$ cat src/rtl/word_shift_pkg.sv
package word_shift_pkg;

  typedef enum logic [1:0] {
    SH_LL_REG = 2'd0,
    SH_LR_REG = 2'd1,
    SH_AR_REG = 2'd2,
    SH_AR_IMM = 2'd3
  } shift_op_e;

  function automatic logic op_is_arith(shift_op_e op);
    return (op == SH_AR_REG) || (op == SH_AR_IMM);
  endfunction

endpackage

$ cat src/rtl/shift_amount_sel.sv
module shift_amount_sel
  import word_shift_pkg::*;
#(
  parameter int WIDTH = 32,
  localparam int SHW = $clog2(WIDTH)
) (
  input  shift_op_e        op_i,
  input  logic [WIDTH-1:0] amt_word_i,
  input  logic [SHW-1:0]   imm_i,
  output logic [SHW-1:0]   amt_o,
  output logic             ovf_o,
  output logic             left_o,
  output logic             arith_o
);

  always_comb begin
    if (op_i == SH_AR_IMM) begin
      amt_o = imm_i;
      ovf_o = 1'b0;
    end else begin
      amt_o = amt_word_i[SHW-1:0];
      ovf_o = amt_word_i[SHW];
    end
    left_o  = (op_i == SH_LL_REG);
    arith_o = op_is_arith(op_i);
  end

endmodule

$ cat src/rtl/shift_barrel.sv
module shift_barrel #(
  parameter int WIDTH = 32,
  localparam int SHW = $clog2(WIDTH)
) (
  input  logic [WIDTH-1:0] data_i,
  input  logic [SHW-1:0]   amt_i,
  input  logic             left_i,
  input  logic             fill_i,
  input  logic             ovf_i,
  output logic [WIDTH-1:0] data_o
);

  function automatic logic [WIDTH-1:0] bit_rev(logic [WIDTH-1:0] v);
    logic [WIDTH-1:0] r;
    for (int i = 0; i < WIDTH; i++) r[i] = v[WIDTH-1-i];
    return r;
  endfunction

  logic [WIDTH-1:0] stage_d [SHW+1];
  logic             fill_q;

  // left shifts reuse the right shifter on the bit-reversed word
  assign fill_q     = fill_i & ~left_i;
  assign stage_d[0] = left_i ? bit_rev(data_i) : data_i;

  for (genvar s = 0; s < SHW; s++) begin : g_stage
    localparam int STEP = 1 << s;
    assign stage_d[s+1] = amt_i[s]
                        ? {{STEP{fill_q}}, stage_d[s][WIDTH-1:STEP]}
                        : stage_d[s];
  end

  always_comb begin
    if (ovf_i)       data_o = {WIDTH{fill_q}};
    else if (left_i) data_o = bit_rev(stage_d[SHW]);
    else             data_o = stage_d[SHW];
  end

endmodule

$ cat src/rtl/shift_carry_gen.sv
module shift_carry_gen #(
  parameter int WIDTH = 32,
  localparam int SHW = $clog2(WIDTH)
) (
  input  logic [WIDTH-1:0] data_i,
  input  logic [SHW-1:0]   amt_i,
  input  logic             ovf_i,
  input  logic             arith_i,
  output logic             carry_o
);

  logic [WIDTH-1:0] lost_mask;
  logic             lost_any;

  always_comb begin
    for (int i = 0; i < WIDTH; i++) lost_mask[i] = (i < int'(amt_i));
    // with overflow every bit below the sign leaves the word
    if (ovf_i) lost_any = |data_i[WIDTH-2:0];
    else       lost_any = |(data_i & lost_mask);
    carry_o = arith_i & data_i[WIDTH-1] & lost_any;
  end

endmodule

$ cat src/rtl/word_shifter.sv
module word_shifter
  import word_shift_pkg::*;
#(
  parameter int WIDTH = 32,
  localparam int SHW = $clog2(WIDTH)
) (
  input  logic             clk_i,
  input  logic             rst_ni,
  input  logic             valid_i,
  input  logic [1:0]       op_i,
  input  logic [WIDTH-1:0] src_i,
  input  logic [WIDTH-1:0] amt_i,
  input  logic [SHW-1:0]   imm_i,
  output logic             valid_o,
  output logic [WIDTH-1:0] result_o,
  output logic             carry_o,
  output logic             carry_we_o
);

  shift_op_e        op;
  logic [SHW-1:0]   amt;
  logic             ovf, left, arith, carry_d;
  logic [WIDTH-1:0] res_d;

  assign op = shift_op_e'(op_i);

  shift_amount_sel #(.WIDTH(WIDTH)) i_sel (
    .op_i       (op),
    .amt_word_i (amt_i),
    .imm_i      (imm_i),
    .amt_o      (amt),
    .ovf_o      (ovf),
    .left_o     (left),
    .arith_o    (arith)
  );

  shift_barrel #(.WIDTH(WIDTH)) i_barrel (
    .data_i (src_i),
    .amt_i  (amt),
    .left_i (left),
    .fill_i (arith & src_i[WIDTH-1]),
    .ovf_i  (ovf),
    .data_o (res_d)
  );

  shift_carry_gen #(.WIDTH(WIDTH)) i_carry (
    .data_i  (src_i),
    .amt_i   (amt),
    .ovf_i   (ovf),
    .arith_i (arith),
    .carry_o (carry_d)
  );

  always_ff @(posedge clk_i or negedge rst_ni) begin
    if (!rst_ni) begin
      valid_o    <= 1'b0;
      carry_we_o <= 1'b0;
      result_o   <= '0;
      carry_o    <= 1'b0;
    end else begin
      valid_o    <= valid_i;
      carry_we_o <= valid_i & arith;
      if (valid_i) result_o <= res_d;
      if (valid_i && arith) carry_o <= carry_d;
    end
  end

  p_valid_lat_r8: assert property (@(posedge clk_i) disable iff (!rst_ni)
    valid_i |=> valid_o);
  p_idle_hold_r8: assert property (@(posedge clk_i) disable iff (!rst_ni)
    !valid_i |=> (!valid_o && !carry_we_o && $stable(result_o) && $stable(carry_o)));
  p_we_arith_r7: assert property (@(posedge clk_i) disable iff (!rst_ni)
    carry_we_o |-> valid_o);
  p_logic_carry_hold_r7: assert property (@(posedge clk_i) disable iff (!rst_ni)
    (valid_i && !op_i[1]) |=> (!carry_we_o && $stable(carry_o)));
  p_ovf_zero_r2: assert property (@(posedge clk_i) disable iff (!rst_ni)
    (valid_i && !op_i[1] && amt_i[SHW]) |=> (result_o == '0));
  p_ovf_sign_r5: assert property (@(posedge clk_i) disable iff (!rst_ni)
    (valid_i && op_i == 2'd2 && amt_i[SHW]) |=>
      (result_o == {WIDTH{$past(src_i[WIDTH-1])}}));
  p_pos_no_carry_r4: assert property (@(posedge clk_i) disable iff (!rst_ni)
    (valid_i && op_i[1] && !src_i[WIDTH-1]) |=> !carry_o);
  p_imm_zero_pass_r6: assert property (@(posedge clk_i) disable iff (!rst_ni)
    (valid_i && op_i == 2'd3 && imm_i == '0) |=>
      (result_o == $past(src_i) && !carry_o));

endmodule

$ cat config.mk
export PLATFORM = sky130hd
export DESIGN_NAME = word_shifter
export DESIGN_NICKNAME = d
export VERILOG_FILES = /design/src/rtl/word_shift_pkg.sv /design/src/rtl/shift_amount_sel.sv /design/src/rtl/shift_barrel.sv /design/src/rtl/shift_carry_gen.sv /design/src/rtl/word_shifter.sv
export SDC_FILE = /design/constraint.sdc
export NUM_CORES = 1
export LEC_CHECK = 0
export ABC_AREA = 1
export BUFFER_PORTS_ARGS = -buffer_cell sky130_fd_sc_hd__clkbuf_2
export CAP_MARGIN = 30
export CORE_MARGIN = 2
export CORE_UTILIZATION = 50
export CTS_BUF_LIST = sky130_fd_sc_hd__clkbuf_8
export DETAILED_ROUTE_END_ITERATION = 12
export GPL_ROUTABILITY_DRIVEN = 1
export HOLD_SLACK_MARGIN = 0.1
export PLACE_DENSITY = 0.78
export SYNTH_ARGS = -nofsm -noshare
export SYNTH_HDL_FRONTEND = slang
export SYNTH_HIERARCHICAL = 1
export SYNTH_SLANG_ARGS = --single-unit
$ cat constraint.sdc
create_clock -name clk_i -period 0.8 [get_ports clk_i]
set_input_delay 0.04 -clock clk_i [delete_from_list [all_inputs] [get_ports clk_i]]
set_output_delay 0.04 -clock clk_i [all_outputs]
set_load 0.02 [all_outputs]
==> impl_metrics.ini <==
[power]
post-layout-total-power_mw = 9.00
power_density_nw_per_um2 = 1340
static-leakage-power_nw = 3.62
vdd_drop_max_mv = 1.33

[die]
chipWidth_um = 101
boundaryPins = 109
die_y_um = 101
core_area_um2 = 9240
std_cell_rows = 35
overall_die_area_um2 = 10300
effective_utilization_at_floorplan_pct = 51.3

[global_route]
grt_use_total_pct = 34.1
pin_count_of_the_biggest_net_entering_global_routing = 37
grt_antenna_before_repair = 0
grt_remaining_overflow = 0
first_pass_grt_wire_length_um = 28100
number_of_global_route_vias_before_repair = 5963

[drt]
routed_wirelength_um = 18100
route.detailed.drc = 0
drt_iter0_markers = 807
post_drt_wl_per_cell_um = 15.8
drtAntennaViolNets = 0
drt_pass1_iterations = 6
num_vias = 6651
vias_per_cell = 5.79

[critical_path]
criticalPathCategory = input pin to flop
largest_stage_delay_on_the_critical_path_ns = 0.22
worst-endpoint-arrival_ns = 1.83
r2r-start = result_o[8]$_DFFE_PN0P_
worstPathMaxFanout = 12
ff2ff_path_depth = 2
timing.rr.end = result_o[8]$_DFFE_PN0P_
timing.critical_path.depth = 16
crit_slowest_cell = sky130_fd_sc_hd__a21oi_2
startpoint_type = input pin
critical_path.endpoint_type = flop
series_of_cell_instances_along_the_critical_path = clkbuf_16, nor2_4, buf_6, clkbuf_16, nand2_1, nand3_2, nand3_2, nand3_1, nand2_1, nand2_1, nand3_2, a21oi_2, nand2_1, nand2_1, nand2_1, o21ai_0
crit_path_capture = result_o[10]$_DFFE_PN0P_
cp-startpoint = op_i[1]
ff2ff_setup_slack_ns = 0.14
path_delay_family = simple AND/OR/NAND/NOR gates
cpMostUsedCell = sky130_fd_sc_hd__nand2_1
crit_required_ns = 1.02
critical_path_buf_inv_count = 3

[timing]
final-hold-violation-count = 0
timing.fmax_mhz = 620
report.final.slew_viol_count = 0
final_worst_setup_slack_ns = -0.813
fin_crit_sh_pct = 202
worstMarginPinSlew_ns = 0.633
grt_setup_unrepaired = yes
fin_worst_skew_ns = 0
finalSetupViolations = 68
slew_headroom_pct = 57.8
period_needed_ns = 1.61

[synth]
synth_top_area_cell = sky130_fd_sc_hd__nand3_1
yosys.cell_types.count = 28
synth_top_area_share_pct = 29.4
synthTopCellsByArea = sky130_fd_sc_hd__nand3_1, sky130_fd_sc_hd__nand2_1, sky130_fd_sc_hd__dfrtp_1
synthFlopType = sky130_fd_sc_hd__dfrtp_1
postSynthAreaPerCell_um2 = 5.30
ys_warn_count = 6
synth.cell_area_um2 = 4740
synthesis.instances = 895
number_of_enable_type_register_cells_in_the_synthesized_netlist = 0
synth.net_count = 969
synth.ff_latch_count = 35
synth_seq_area_share_pct = 18.5
ys_async_sr_fraction_pct = 100

[place]
portBuffers = 82
place_worst_setup_slack_ns = -1.22
dp_hpwl_um = 12900
rd_place_congestion = 0.996

[clocking]
tritoncts = yes
clock_tree.htree_level_count = 2
cts_max_path_buffers = 2
worst_skew_pair_later_pin_latency_ns = 0.29
cts-buffers-inserted = 5
clk_pin_slew_ns = 0.08
ctsRootBufferMaster = sky130_fd_sc_hd__clkbuf_8
cts_num_sinks = 35

[run_status]
violations = setup timing
status = finished with violations

[finish]
final_cell_mix = sky130_fd_sc_hd__nand2_1, sky130_fd_sc_hd__nand3_1, sky130_fd_sc_hd__nand3_2
most_frequent_standard_cell_in_the_layout_excluding_fill_and_tap_cells = sky130_fd_sc_hd__nand2_1
utilization_after_layout_pct = 72.7
drive_above_1_share_pct = 32.3
areaGrowthSynthToFinish_pct = 41.6
nNetsFinal = 1092
insertedDiodeCount = 0

[run]
max_cap_violations = 0

[worst_hold_path]
worstHoldPathType = input pin to flop
metrics by stage:
| stage | hold WS, ns | cell area, um2 | instances | setup TNS [ns] |
|---|---|---|---|---|
| after CTS | 0.138 | 6330 | 1140 | -24.63 |
| after global routing | 0.167 | 6720 | 1148 | -32.61 |
| after global placement | 0.0114 | 5820 | 1128 | -36.34 |
| after floorplan | -0.256 | 4860 | 895 | -25.28 |
| after detailed placement | 0.0140 | 5820 | 1128 | -38.29 |
| final | 0.133 | 6720 | 1148 | -26.80 |
worst register-to-register path: stages (launching register included):
cell	delay, ns
sky130_fd_sc_hd__dfrtp_1	0.38
sky130_fd_sc_hd__inv_1	0.04
sky130_fd_sc_hd__o21ai_0	0.16
report_power, final:
| group | switching [mW] | internal [mW] |
|---|---|---|
| clock | 0.716 | 0.703 |
| sequential | 0.147 | 2.02 |
| combinational | 3.37 | 2.03 |
cell type report:
type | count | area [um2]
clock inverters | 2 | 16.3
multi-input cells | 730 | 3870
repair buffers | 177 | 1450
fillers | 789 | 2520
clock buffers | 6 | 82.6
inverters | 69 | 264
flip-flops and latches | 35 | 876
well taps | 129 | 161
timing repair:
action	in CTS	in global routing
endpoints found under the setup margin	68	68
cloned	1	2
hold buffers	2	0
hold endpoints to repair	36	0
resized for setup	81	94
pin swaps	13	16
setup buffers	1	6
state kept, by name, indices dropped and copies added, names as in the netlist:
register,flops
result_o,32
carry_we_o,1
valid_o,1
carry_o,1
synth_stat cells (all sizes together) (2+ instances only):
master / n
o21ai: 43
nor4: 4
clkbuf: 17
nor2: 28
nand3: 280
dfrtp: 35
buf: 44
a21oi: 28
nand4: 2
nand2: 339
inv: 69
per-layer routing:
metal	part of all wire (%)	global-route usage, %
met1	42	47.4
met2	46	55.7
met3	8.9	4.55
met4	3.3	9.15
met5	0	0
logic make-up after synthesis:
kind of cell           share of synthesized area [%]
flip-flops                                      18.5
buffers and inverters                           12.8
AO/OA/AOI/OAI                                   8.20
AND/OR/NAND/NOR                                 60.6
how the worst min path moves through the flow:
stage	startpoint	end	slack (ns)	cells past startpoint
2_1_floorplan	rst_ni	carry_o$_DFFE_PN0P_	-0.26	0
3_3_place_gp	rst_ni	result_o[12]$_DFFE_PN0P_	0.01	2
3_5_place_dp	rst_ni	result_o[11]$_DFFE_PN0P_	0.01	2
4_1_cts	op_i[1]	carry_we_o$_DFF_PN0_	0.14	4
5_1_grt	op_i[1]	carry_we_o$_DFF_PN0_	0.17	4
6_report	op_i[1]	carry_we_o$_DFF_PN0_	0.13	4
Power figures use the tool's default switching activity.
